### config.mk
export PLATFORM = sky130hd
export DESIGN_NAME = exti_detect16
export DESIGN_NICKNAME = d
export VERILOG_FILES = /design/src/rtl/exti_pkg.sv /design/src/rtl/exti_sense.sv /design/src/rtl/exti_flag.sv /design/src/rtl/exti_regfile.sv /design/src/rtl/exti_detect16.sv
export SDC_FILE = /design/constraint.sdc
export NUM_CORES = 1
export LEC_CHECK = 0
export CAP_MARGIN = 20
export CORE_MARGIN = 2
export CORE_UTILIZATION = 60
export CTS_CLUSTER_SIZE = 10
export DETAILED_ROUTE_END_ITERATION = 10
export DONT_BUFFER_PORTS = 1
export PLACE_DENSITY = 0.88
export RECOVER_POWER = 25
export SETUP_SLACK_MARGIN = 0.5
export SLEW_MARGIN = 15
export SYNTH_ARGS = -nofsm -noshare
export SYNTH_HDL_FRONTEND = slang
export SYNTH_SLANG_ARGS = --single-unit
### constraint.sdc
create_clock -name clk -period 2.1 [get_ports clk]
set_input_delay 0.315 -clock clk [delete_from_list [all_inputs] [get_ports clk]]
set_output_delay 0.315 -clock clk [all_outputs]
set_load 0.02 [all_outputs]
### src/rtl/exti_pkg.sv
package exti_pkg;

    typedef enum logic [1:0] {
        SENSE_LOW  = 2'b00,
        SENSE_FALL = 2'b01,
        SENSE_RISE = 2'b10,
        SENSE_BOTH = 2'b11
    } sense_t;

    typedef enum logic {
        CH_IDLE = 1'b0,
        CH_PEND = 1'b1
    } chan_state_t;

    localparam logic [1:0] REG_ENABLE = 2'd0;
    localparam logic [1:0] REG_SENSE  = 2'd1;
    localparam logic [1:0] REG_SELECT = 2'd2;
    localparam logic [1:0] REG_FLAGS  = 2'd3;

endpackage

### src/rtl/exti_sense.sv
module exti_sense
    import exti_pkg::*;
#(
    parameter int SYNC_STAGES = 2
) (
    input  logic   clk,
    input  logic   rst_n,
    input  logic   pin,
    input  sense_t mode,
    output logic   hit
);

    logic [SYNC_STAGES-1:0] sync_q;
    logic                   prev_q;
    logic                   cur;

    // Idle-high reset so no false falling edge appears after reset.
    always_ff @(posedge clk or negedge rst_n) begin
        if (!rst_n) begin
            sync_q <= '1;
            prev_q <= 1'b1;
        end else begin
            sync_q <= {sync_q[SYNC_STAGES-2:0], pin};
            prev_q <= sync_q[SYNC_STAGES-1];
        end
    end

    assign cur = sync_q[SYNC_STAGES-1];

    always_comb begin
        unique case (mode)
            SENSE_LOW:  hit = ~cur;
            SENSE_FALL: hit = prev_q & ~cur;
            SENSE_RISE: hit = ~prev_q & cur;
            SENSE_BOTH: hit = prev_q ^ cur;
        endcase
    end

endmodule

### src/rtl/exti_flag.sv
module exti_flag
    import exti_pkg::*;
(
    input  logic clk,
    input  logic rst_n,
    input  logic hit,
    input  logic clr,
    output logic pend
);

    chan_state_t state_q, state_d;

    always_comb begin
        state_d = state_q;
        unique case (state_q)
            CH_IDLE: if (hit)         state_d = CH_PEND;
            CH_PEND: if (clr && !hit) state_d = CH_IDLE;
        endcase
    end

    always_ff @(posedge clk or negedge rst_n) begin
        if (!rst_n) state_q <= CH_IDLE;
        else        state_q <= state_d;
    end

    always_comb begin
        pend = (state_q == CH_PEND);
    end

    assert_detect_sets_R3: assert property (@(posedge clk) disable iff (!rst_n)
        hit |=> pend);

    assert_hold_until_clear_R7: assert property (@(posedge clk) disable iff (!rst_n)
        (pend && !clr) |=> pend);

    assert_detect_beats_clear_R8: assert property (@(posedge clk) disable iff (!rst_n)
        (clr && hit) |=> pend);

    assert_no_spurious_set_R7: assert property (@(posedge clk) disable iff (!rst_n)
        (!pend && !hit) |=> !pend);

endmodule

### src/rtl/exti_regfile.sv
module exti_regfile
    import exti_pkg::*;
#(
    parameter int NUM_CH    = 16,
    parameter int ALT_FIRST = 2
) (
    input  logic                   clk,
    input  logic                   rst_n,
    input  logic                   wr_en,
    input  logic                   rd_en,
    input  logic [1:0]             addr,
    input  logic [2*NUM_CH-1:0]    wdata,
    output logic [2*NUM_CH-1:0]    rdata,
    input  logic [NUM_CH-1:0]      flags,
    output logic [NUM_CH-1:0]      enable,
    output logic [2*NUM_CH-1:0]    sense,
    output logic [NUM_CH-1:ALT_FIRST] select,
    output logic [NUM_CH-1:0]      clr
);

    localparam int DW = 2 * NUM_CH;

    logic [NUM_CH-1:0] armed_q;

    always_comb begin
        clr = '0;
        if (wr_en && addr == REG_FLAGS) clr = armed_q & ~wdata[NUM_CH-1:0];
    end

    always_ff @(posedge clk or negedge rst_n) begin
        if (!rst_n) begin
            enable  <= '0;
            sense   <= {NUM_CH{SENSE_FALL}};
            select  <= '0;
            armed_q <= '0;
        end else begin
            if (wr_en) begin
                unique case (addr)
                    REG_ENABLE: enable <= wdata[NUM_CH-1:0];
                    REG_SENSE:  sense  <= wdata;
                    REG_SELECT: select <= wdata[NUM_CH-1:ALT_FIRST];
                    REG_FLAGS:  armed_q <= armed_q & ~clr;
                endcase
            end
            if (rd_en && addr == REG_FLAGS) armed_q <= flags;
        end
    end

    always_comb begin
        unique case (addr)
            REG_ENABLE: rdata = {{(DW-NUM_CH){1'b0}}, enable};
            REG_SENSE:  rdata = sense;
            REG_SELECT: rdata = {{(DW-NUM_CH){1'b0}}, select, {ALT_FIRST{1'b0}}};
            REG_FLAGS:  rdata = {{(DW-NUM_CH){1'b0}}, flags};
        endcase
    end

    assert_clear_needs_read_R7: assert property (@(posedge clk) disable iff (!rst_n)
        (wr_en && addr == REG_FLAGS && !$past(rd_en && addr == REG_FLAGS) && $past(flags) == '0 && $past(armed_q) == '0)
        |-> clr == '0);

endmodule

### src/rtl/exti_detect16.sv
module exti_detect16
    import exti_pkg::*;
#(
    parameter int NUM_CH      = 16,
    parameter int ALT_FIRST   = 2,
    parameter int SYNC_STAGES = 2
) (
    input  logic                          clk,
    input  logic                          rst_n,
    input  logic                          wr_en,
    input  logic                          rd_en,
    input  logic [1:0]                    addr,
    input  logic [2*NUM_CH-1:0]           wdata,
    output logic [2*NUM_CH-1:0]           rdata,
    input  logic [NUM_CH-1:0]             pin_pri,
    input  logic [NUM_CH-ALT_FIRST-1:0]   pin_alt,
    output logic [NUM_CH-1:0]             irq_out
);

    logic [NUM_CH-1:0]          enable;
    logic [2*NUM_CH-1:0]        sense;
    logic [NUM_CH-1:ALT_FIRST]  select;
    logic [NUM_CH-1:0]          clr;
    logic [NUM_CH-1:0]          flags;
    logic [NUM_CH-1:0]          raw_pin;
    logic [NUM_CH-1:0]          hit;

    exti_regfile #(.NUM_CH(NUM_CH), .ALT_FIRST(ALT_FIRST)) u_regs (
        .clk    (clk),
        .rst_n  (rst_n),
        .wr_en  (wr_en),
        .rd_en  (rd_en),
        .addr   (addr),
        .wdata  (wdata),
        .rdata  (rdata),
        .flags  (flags),
        .enable (enable),
        .sense  (sense),
        .select (select),
        .clr    (clr)
    );

    for (genvar i = 0; i < NUM_CH; i++) begin : g_ch
        if (i >= ALT_FIRST) begin : g_mux
            assign raw_pin[i] = select[i] ? pin_alt[i-ALT_FIRST] : pin_pri[i];
        end else begin : g_fixed
            assign raw_pin[i] = pin_pri[i];
        end

        exti_sense #(.SYNC_STAGES(SYNC_STAGES)) u_sense (
            .clk   (clk),
            .rst_n (rst_n),
            .pin   (raw_pin[i]),
            .mode  (sense_t'(sense[2*i+1 -: 2])),
            .hit   (hit[i])
        );

        exti_flag u_flag (
            .clk   (clk),
            .rst_n (rst_n),
            .hit   (hit[i]),
            .clr   (clr[i]),
            .pend  (flags[i])
        );
    end

    assign irq_out = enable & flags;

    assert_irq_gated_R9: assert property (@(posedge clk) disable iff (!rst_n)
        (irq_out & ~enable) == '0);

    assert_irq_needs_flag_R9: assert property (@(posedge clk) disable iff (!rst_n)
        (irq_out & ~flags) == '0);

endmodule

* After elaboration in Yosys (flattened, before gate mapping)
Cells that the tools add are included.
Operators by class: multiply operators 0, equal/unequal tests 51, mux-type cells 83, bitwise gates (word level) 101, order comparisons 0, reductions and logical operators 57, shift operators 0, divide/modulo/power cells 0, $add $sub $neg 0
Operators with widths (count):
- 32-bit one-hot mux with 4 select lines | 1
- 2-bit equality test, second input constant | 34
- 16-bit 2-to-1 mux | 4
- 1-bit one-hot mux with 4 select lines | 16
- 16-bit AND | 3
- 1-bit NOT | 48
- 1-bit 2-to-1 mux | 46
- 2-bit by 1-bit equality test with 1-bit output, second input constant | 17
- 2-bit logical NOT | 17
- 1-bit AND | 32
- 16-bit NOT | 2
- 1-bit one-hot mux with 2 select lines | 16
- 1-bit logical AND | 18
- 1-bit logical NOT | 16
- 1-bit bitwise XOR | 16
- 2-bit AND reduction | 4
- 2-bit nonzero test | 2
Storage, ports and cells: input port bits 68, bits in read-only memories 0, output and inout port bits 48, memory bits (writable) 0, memories 0, logic and storage cells 344, register bits after elaboration 142, bits in latches 0

* Longest topological paths before layout
Gate-level depths: netlist (run 1).
depth in word-level cells 8, depth in mapped cells 5

* By module
From an unflattened synthesis (run 1), not the netlist that was laid out.
Unflattened totals: cell total of the unflattened synthesis 523, area total of the unflattened synthesis 7123.1 um2
By module, submodules not included:
- exti_regfile | area an instance 4030.1 um2, times used 1, cells an instance 301
- exti_sense | area an instance 137.6 um2, times used 16, cells an instance 9
- exti_flag | area an instance 36.3 um2, times used 16, cells an instance 3
- exti_detect16 | area an instance 310.3 um2, times used 1, cells an instance 30

* Worst setup path after synthesis (run 1)
Ideal clock, no wire load.
path type in2out, from in addr[0], to out rdata[10], arrival time 1256 ps, data required time 1785 ps, stages 3, path slack 529 ps, path through buf_6 -> buf_6 -> mux4_1
On the way: word-level cells in the longest chain between the ends 2
RTL lines:
- from (decl) | RTL line exti_detect16.sv:12 | input logic [1:0] addr,
- 2-bit equality test, or another cell as far along | RTL line exti_regfile.sv:50 | unique case (addr)
- 32-bit one-hot mux with 4 select lines (*) | RTL line exti_regfile.sv:50
- to (decl) | RTL line exti_detect16.sv:14 | output logic [2*NUM_CH-1:0] rdata,
Mark *: on every way between the ends. The rest lies on a longest branch, timed or not.

* Worst setup path in the final report (run 1)
from reg g_ch[6].u_flag.state_q, to out rdata[6]
On the way: word-level cells in the longest chain between the ends 1
RTL lines:
- from (decl) | RTL line exti_flag.sv:11 | chan_state_t state_q, state_d;
- from (signal assigned) | RTL line exti_flag.sv:23 | else state_q <= state_d;
- 32-bit one-hot mux with 4 select lines | RTL line exti_regfile.sv:50
No other way between the ends.

==> results of run 1 <==
-- cells in the final DEF, fill, tap and decap left out, types with 2 or more instances in the layout --
master         instances
nor2b_1               16
mux2_2                36
inv_1                 38
nor3b_1                9
clkbuf_1               9
nand2b_1               2
mux2_4                40
and2_1                27
inv_2                  8
nand3b_1               4
clkbuf_16             17
o221ai_1              10
a21o_1                 4
mux4_2                18
nor2_1                12
o21ai_0               18
and2_2                 5
dfrtp_1               78
clkinv_2               3
mux2i_1                2
a21oi_1               12
buf_4                 48
ha_1                  28
ha_4                   4
dfstp_2               64
dlygate4sd3_1          2
a22o_1                16
o211ai_1              14
nand2_1               14
-- cell usage after synthesis, drive strengths merged --
cell type	count
a21oi	12
and2b	1
o221ai	10
mux2i	2
dfrtp	78
nand2b	2
nand3b	5
mux4	18
ha	32
and3	2
o21ai	20
o211ai	14
a21o	4
clkbuf	4
and2	33
mux2	76
dfstp	64
inv	46
nor2b	16
buf	14
a22o	16
nor3b	11
nor2	12
nand3	1
nand2	15
-- registers in the layout, indices dropped and copies added (netlist names) --
register,count
g_ch.u_sense.sync_q,32
u_regs.armed_q,16
u_regs.enable,16
g_ch.u_sense.prev_q,16
u_regs.select,14
g_ch.u_flag.pend,16
u_regs.sense,32
-- power by group through the flow --
stage	clock network, mW	registers, mW	logic [mW]
4_1_cts	2.64	3.65	1.54
2_1_floorplan	0	3.60	1.17
3_5_place_dp	0	3.73	1.31
3_3_place_gp	0	3.69	1.24
5_1_grt	2.76	3.72	1.74
6_report	2.60	3.66	1.61
-- per-layer routing --
metal  part of all wire (%)  vias to the layer above  routed length, um  GRT usage [%]
li1                       -                     1881                  -              -
met3                    6.0                       23                937          9.233
met5                      0                        -                  0              0
met4                    1.3                        0                197          7.073
met1                     43                     2249               6718          35.24
met2                     50                      120               7793          42.57
-- final timing paths --
check / start / to / slack [ns] / depth (start not counted)
hold reg to reg: g_ch[5].u_sense.sync_q[0]$_DFF_PN1_ / g_ch[5].u_sense.sync_q[1]$_DFF_PN1_ / 0.35 / 0
hold / removal: rst_n / u_regs.sense[5]$_DFFE_PN0P_ / -0.41 / 0
setup / recovery: g_ch[6].u_flag.pend$_DFF_PN0_ / rdata[6] / 0.39 / 1
min in group clk: wdata[16] / u_regs.sense[16]$_DFFE_PN1P_ / 0.03 / 1
max in group asynchronous: rst_n / g_ch[1].u_sense.prev_q$_DFF_PN1_ / 2.19 / 0
setup reg to reg: g_ch[10].u_sense.prev_q$_DFF_PN1_ / g_ch[10].u_flag.pend$_DFF_PN0_ / 0.51 / 5
-- kinds of logic after synthesis --
kind of cell               synth area share, %
muxes                                    21.13
buffers and inverters                    4.971
adders and majority gates                5.701
and+or+nand+nor                          9.015
DFF                                      51.74
AOI/OAI and AO/OA                        7.447
-- metrics by stage --
stage               worst slack, ns  power, mW  util [%]
global placement             0.5499      4.923     61.86
CTS                          0.3583      7.836     68.09
finish                       0.3867      7.867     69.14
detailed placement           0.4909      5.042     61.86
floorplan                    0.5289      4.763         -
global route                 0.3436      8.220     69.14
-- area by class of cell --
class                           instances  area [um2]
Clock buffer                           27       473.0
Clock inverter                          3       15.01
Fill cell                             783        3523
Inverter                               46       172.7
Multi-Input combinational cell        302        3042
Sequential cell                       142        3633
Tap cell                              143       178.9
Timing Repair Buffer                   50       380.4
-- what timing repair did --
item                                    in CTS  in global routing
endpoints found under the hold margin      144                142
resized for setup                           21                  8
endpoints found under the setup margin      20                 19
pin swaps                                    2                  2
buffers inserted                            32                 11
==> impl_metrics.tcl, run 1 <==
set metrics [dict create \
    synth_seq_cells 142 \
    dpl.cell_count 638 \
    yosysTopAreaCellShare_pct 27.79 \
    cp_slowest_stage_delay_ns 0.58 \
    fin_area_um2 7895 \
    place_area_um2 7063 \
    die_h_um 112.2 \
    h-tree-depth 4 \
    cts_hold_buf 2 \
    fin_cells 713 \
    combPwrFrac_pct 20.4 \
    dieArea_um2 12590 \
    violations "negative hold slack" \
    whs_ns -0.4070 \
    crit_arrival_ns 1.40 \
    drt_wl_total_mm 15.65 \
    yosys_warnings 0 \
    p_clk_share_pct 33.0 \
    synthCells 508 \
    grt_setup_unrepaired "true" \
    synth_area_um2 7023 \
    antenna_found_initial 0 \
    diodes 0 \
    numCtsBuffers 17 \
    ant_nets 0 \
    status "complete, but fails checks" \
    crit_type "flop to primary output" \
    cap_violations 0 \
    seqPwrFrac_pct 46.6 \
    p_per_area_nw_per_um2 996.4 \
    yosysUniqueCellTypes 37 \
    synthTopCellsByArea "dfrtp_1 28%, dfstp_2 24%, mux2_4 8.6%" \
    start_util_pct 61.51 \
    rows 39 \
    clock_sinks 142 \
    syn_nets 608 \
    crit_buf_inv 0 \
    worstMarginPinSlew_ns 0.4408 \
    grt_max_degree 143 \
    gp_congestion 0.8111 \
    avgRoutedWirePerCell_um 21.95 \
    finalMaxSlewViolations 0 \
    critical_path.max_fanout 4 \
    vias 4273 \
    core-area_um2 11420 \
    insertion_delay_ns 0.43 \
    grt.total_usage_pct 26.62 \
    worst_path_dominant_cell_family "multiplexers" \
    yosysTopAreaCell "dfrtp_1" \
    worstPathRequired_ns 1.78 \
    grt_pass1_vias 4581 \
    avgSynthCellArea_um2 13.82 \
    synth-seq-area-share_pct 51.74 \
    slew_headroom_pct 70.62 \
    clk_pin_slew_ns 0.05 \
    drt_iter0_drc 274 \
    finalCritPeriodShare_pct 81.59 \
    drive_above_1_share_pct 44.21 \
    cts_root_buf "clkbuf_16" \
    p_leak_nw 3.568 \
    cp-start-kind "flop" \
    switching_share_pct 27.29 \
    max_freq_ghz 0.5837 \
    finalHoldViolCount 142 \
    cp_slowest_cell "mux4_2" \
    grt_overflow 0 \
    p_sw_mw 2.147 \
    final_nets 659 \
    timing.critical_path.cells "mux4_2" \
    viasPerCell 5.993 \
    port_buffers 0 \
    ir_drop_v 0.0007871 \
    clock_path_buffers 2 \
    hpwlAfterDp_mm 9.493 \
    fin_setup_tns_ns 0 \
    fin_crit_ns 1.713 \
    cts_tree "yes" \
    io_pins 116 \
    areaGrowthSynthToFinish_pct 12.42 \
    endpoint_kind "primary output" \
    setup_viol 0 \
    hold_class "input port to async pin" \
    finClkSkew_ns 0.009409 \
    drc 0 \
    die_w_um 112.2 \
    internal_power_mw 5.720 \
    grt_first_pass_wirelength_mm 25.44 \
    drt_first_pass_iters 4 \
]
Power figures use the tool's default switching activity.
==> run 2: changes to the inputs <==
==> constraint.sdc (replaced) <==
create_clock -name clk -period 1.6 [get_ports clk]
set_input_delay 0.24 -clock clk [delete_from_list [all_inputs] [get_ports clk]]
set_output_delay 0.24 -clock clk [all_outputs]
set_load 0.02 [all_outputs]
==> impl_metrics.tcl, run 2 (same netlist as run 1, synthesis figures left out) <==
set metrics [dict create \
    crit_arrival_ns 1.43 \
    port_buffers 0 \
    grt_pass1_vias 5465 \
    internal_power_mw 8.562 \
    diodes 0 \
    cp-start-kind "flop" \
    grt_overflow 0 \
    use_met3_pct 8.531 \
    insertion_delay_ns 0.42 \
    worstPathRequired_ns 1.36 \
    clock_sinks 142 \
    fin_cells 837 \
    max_freq_ghz 0.5999 \
    drive_above_1_share_pct 57.06 \
    drt_first_pass_iters 4 \
    endpoint_kind "primary output" \
    drc 0 \
    die_w_um 112.2 \
    h-tree-depth 4 \
    whs_ns -0.4831 \
    worstMarginPinSlew_ns 0.4674 \
    status "complete, but fails checks" \
    finalMaxSlewViolations 0 \
    dieArea_um2 12590 \
    crit_type "flop to primary output" \
    grt_first_pass_wirelength_mm 30.17 \
    grt.total_usage_pct 31.49 \
    grt_max_degree 143 \
    drt_wl_total_mm 20.55 \
    violations "negative hold slack, negative setup slack" \
    grt.busiest_layer "met2" \
    gp_congestion 0.7976 \
    cp_slowest_cell "mux4_2" \
    top_regs "g_ch.u_sense.sync_q x32, u_regs.sense x32" \
    critical_path.max_fanout 2 \
    r2r_cells 5 \
    switching_share_pct 27.88 \
    numCtsBuffers 17 \
    worst_path_dominant_cell_family "multiplexers" \
    final_nets 781 \
    setup_viol 16 \
    clock_path_buffers 2 \
    viasPerCell 5.971 \
    areaGrowthSynthToFinish_pct 35.20 \
    vias 4998 \
    combPwrFrac_pct 26.6 \
    finalCritPeriodShare_pct 104.2 \
    r2r_setup_slack_ns -0.01 \
    p_sw_mw 3.309 \
    cts_hold_buf 61 \
    start_util_pct 61.51 \
    most-common-layout-cells "82 x buf_4, 76 x dfrtp_1, 64 x dfstp_2, 61 x dlygate4sd3_1, 50 x mux2_4" \
    crit_buf_inv 0 \
    die_h_um 112.2 \
    hold_class "input port to async pin" \
    worst_slack_ns -0.06690 \
    rows 39 \
    finalHoldViolCount 142 \
    cts_root_buf "clkbuf_16" \
    ir_drop_v 0.001232 \
    p_clk_share_pct 32.9 \
    dpl.cell_count 638 \
    avgRoutedWirePerCell_um 24.56 \
    timing.rr.start "g_ch[10].u_sense.prev_q$_DFF_PN1_" \
    cap_violations 0 \
    final_common_cell "buf_4" \
    p_leak_nw 4.286 \
    regToRegEndpoint "g_ch[10].u_flag.pend$_DFF_PN0_" \
    cp_slowest_stage_delay_ns 0.58 \
    drt_iter0_drc 380 \
    grtUsageMet1_pct 38.50 \
    antenna_found_initial 0 \
    clk_pin_slew_ns 0.06 \
    fin_crit_ns 1.667 \
    gr-usage-met2_pct 54.62 \
    timing.critical_path.cells "mux4_2" \
    seqPwrFrac_pct 40.5 \
    io_pins 116 \
    p_per_area_nw_per_um2 1250 \
    core-area_um2 11420 \
    finClkSkew_ns 0.006750 \
    grt_setup_unrepaired "true" \
    ant_nets 0 \
    cts_tree "yes" \
    hpwlAfterDp_mm 9.428 \
    slew_headroom_pct 68.84 \
]
run 2: cell types whose count changed in the layout (fill, tap and decap cells not counted), sizes merged:
cell         delta
clkbuf          -3
bufinv          +2
clkinv          +3
dlygate4sd3    +59
buf            +63
run 2: routing by layer:
| layer | wire length [um] | vias up |
|---|---|---|
| li1 | - | 2134 |
| met1 | 7556 | 2598 |
| met2 | 10980 | 208 |
| met3 | 1363 | 58 |
| met4 | 655 | 0 |
| met5 | 0 | - |
run 2: final cells by class:
cell class | instances | area (um2)
Clock inverter | 8 | 90.09
Inverter | 46 | 172.7
Tap cell | 143 | 178.9
Multi-Input combinational cell | 302 | 3379
Sequential cell | 142 | 3636
Timing Repair Buffer | 172 | 1556
Fill cell | 527 | 1923
Clock buffer | 24 | 481.7
run 2: repair_timing:
action                     CTS  global route
setup endpoints to repair   64            64
setup buffers               68            38
pin swaps                   38            17
hold endpoints to repair   220           142
resized for setup          100            29
run 2: power by group through the flow:
| stage | registers (mW) | logic (mW) | clock network [mW] |
|---|---|---|---|
| global route | 4.86 | 3.35 | 4.10 |
| floorplan | 4.73 | 1.60 | 0 |
| detailed placement | 4.92 | 1.75 | 0 |
| CTS | 4.76 | 2.71 | 3.89 |
| global placement | 4.85 | 1.66 | 0 |
| finish | 4.80 | 3.16 | 3.91 |
run 2: stage by stage:
step           area (um2)  setup WS (ns)  power, mW  TNS, ns  util, %
6_report             9495       -0.06690      11.87  -0.5226    83.16
2_1_floorplan        7079        0.06797      6.336        0        -
3_5_place_dp         7081       0.005756      6.675        0    62.01
3_3_place_gp         7081        0.05491      6.516        0    62.01
5_1_grt              9495       -0.08178      12.31  -0.9088    83.16
4_1_cts              9101       -0.06783      11.35  -0.4512    79.71
run 2: worst max path at each step:
stage / from / to / slack (ns) / cells after the start
detailed placement: g_ch[9].u_sense.prev_q$_DFF_PN1_ / g_ch[9].u_flag.pend$_DFF_PN0_ / 0.006 / 5
global route: g_ch[5].u_flag.pend$_DFF_PN0_ / rdata[5] / -0.08 / 1
finish: g_ch[7].u_flag.pend$_DFF_PN0_ / rdata[7] / -0.07 / 1
CTS: g_ch[7].u_flag.pend$_DFF_PN0_ / rdata[7] / -0.07 / 1
global placement: g_ch[10].u_sense.prev_q$_DFF_PN1_ / g_ch[10].u_flag.pend$_DFF_PN0_ / 0.05 / 5
floorplan: g_ch[10].u_sense.prev_q$_DFF_PN1_ / g_ch[10].u_flag.pend$_DFF_PN0_ / 0.07 / 5
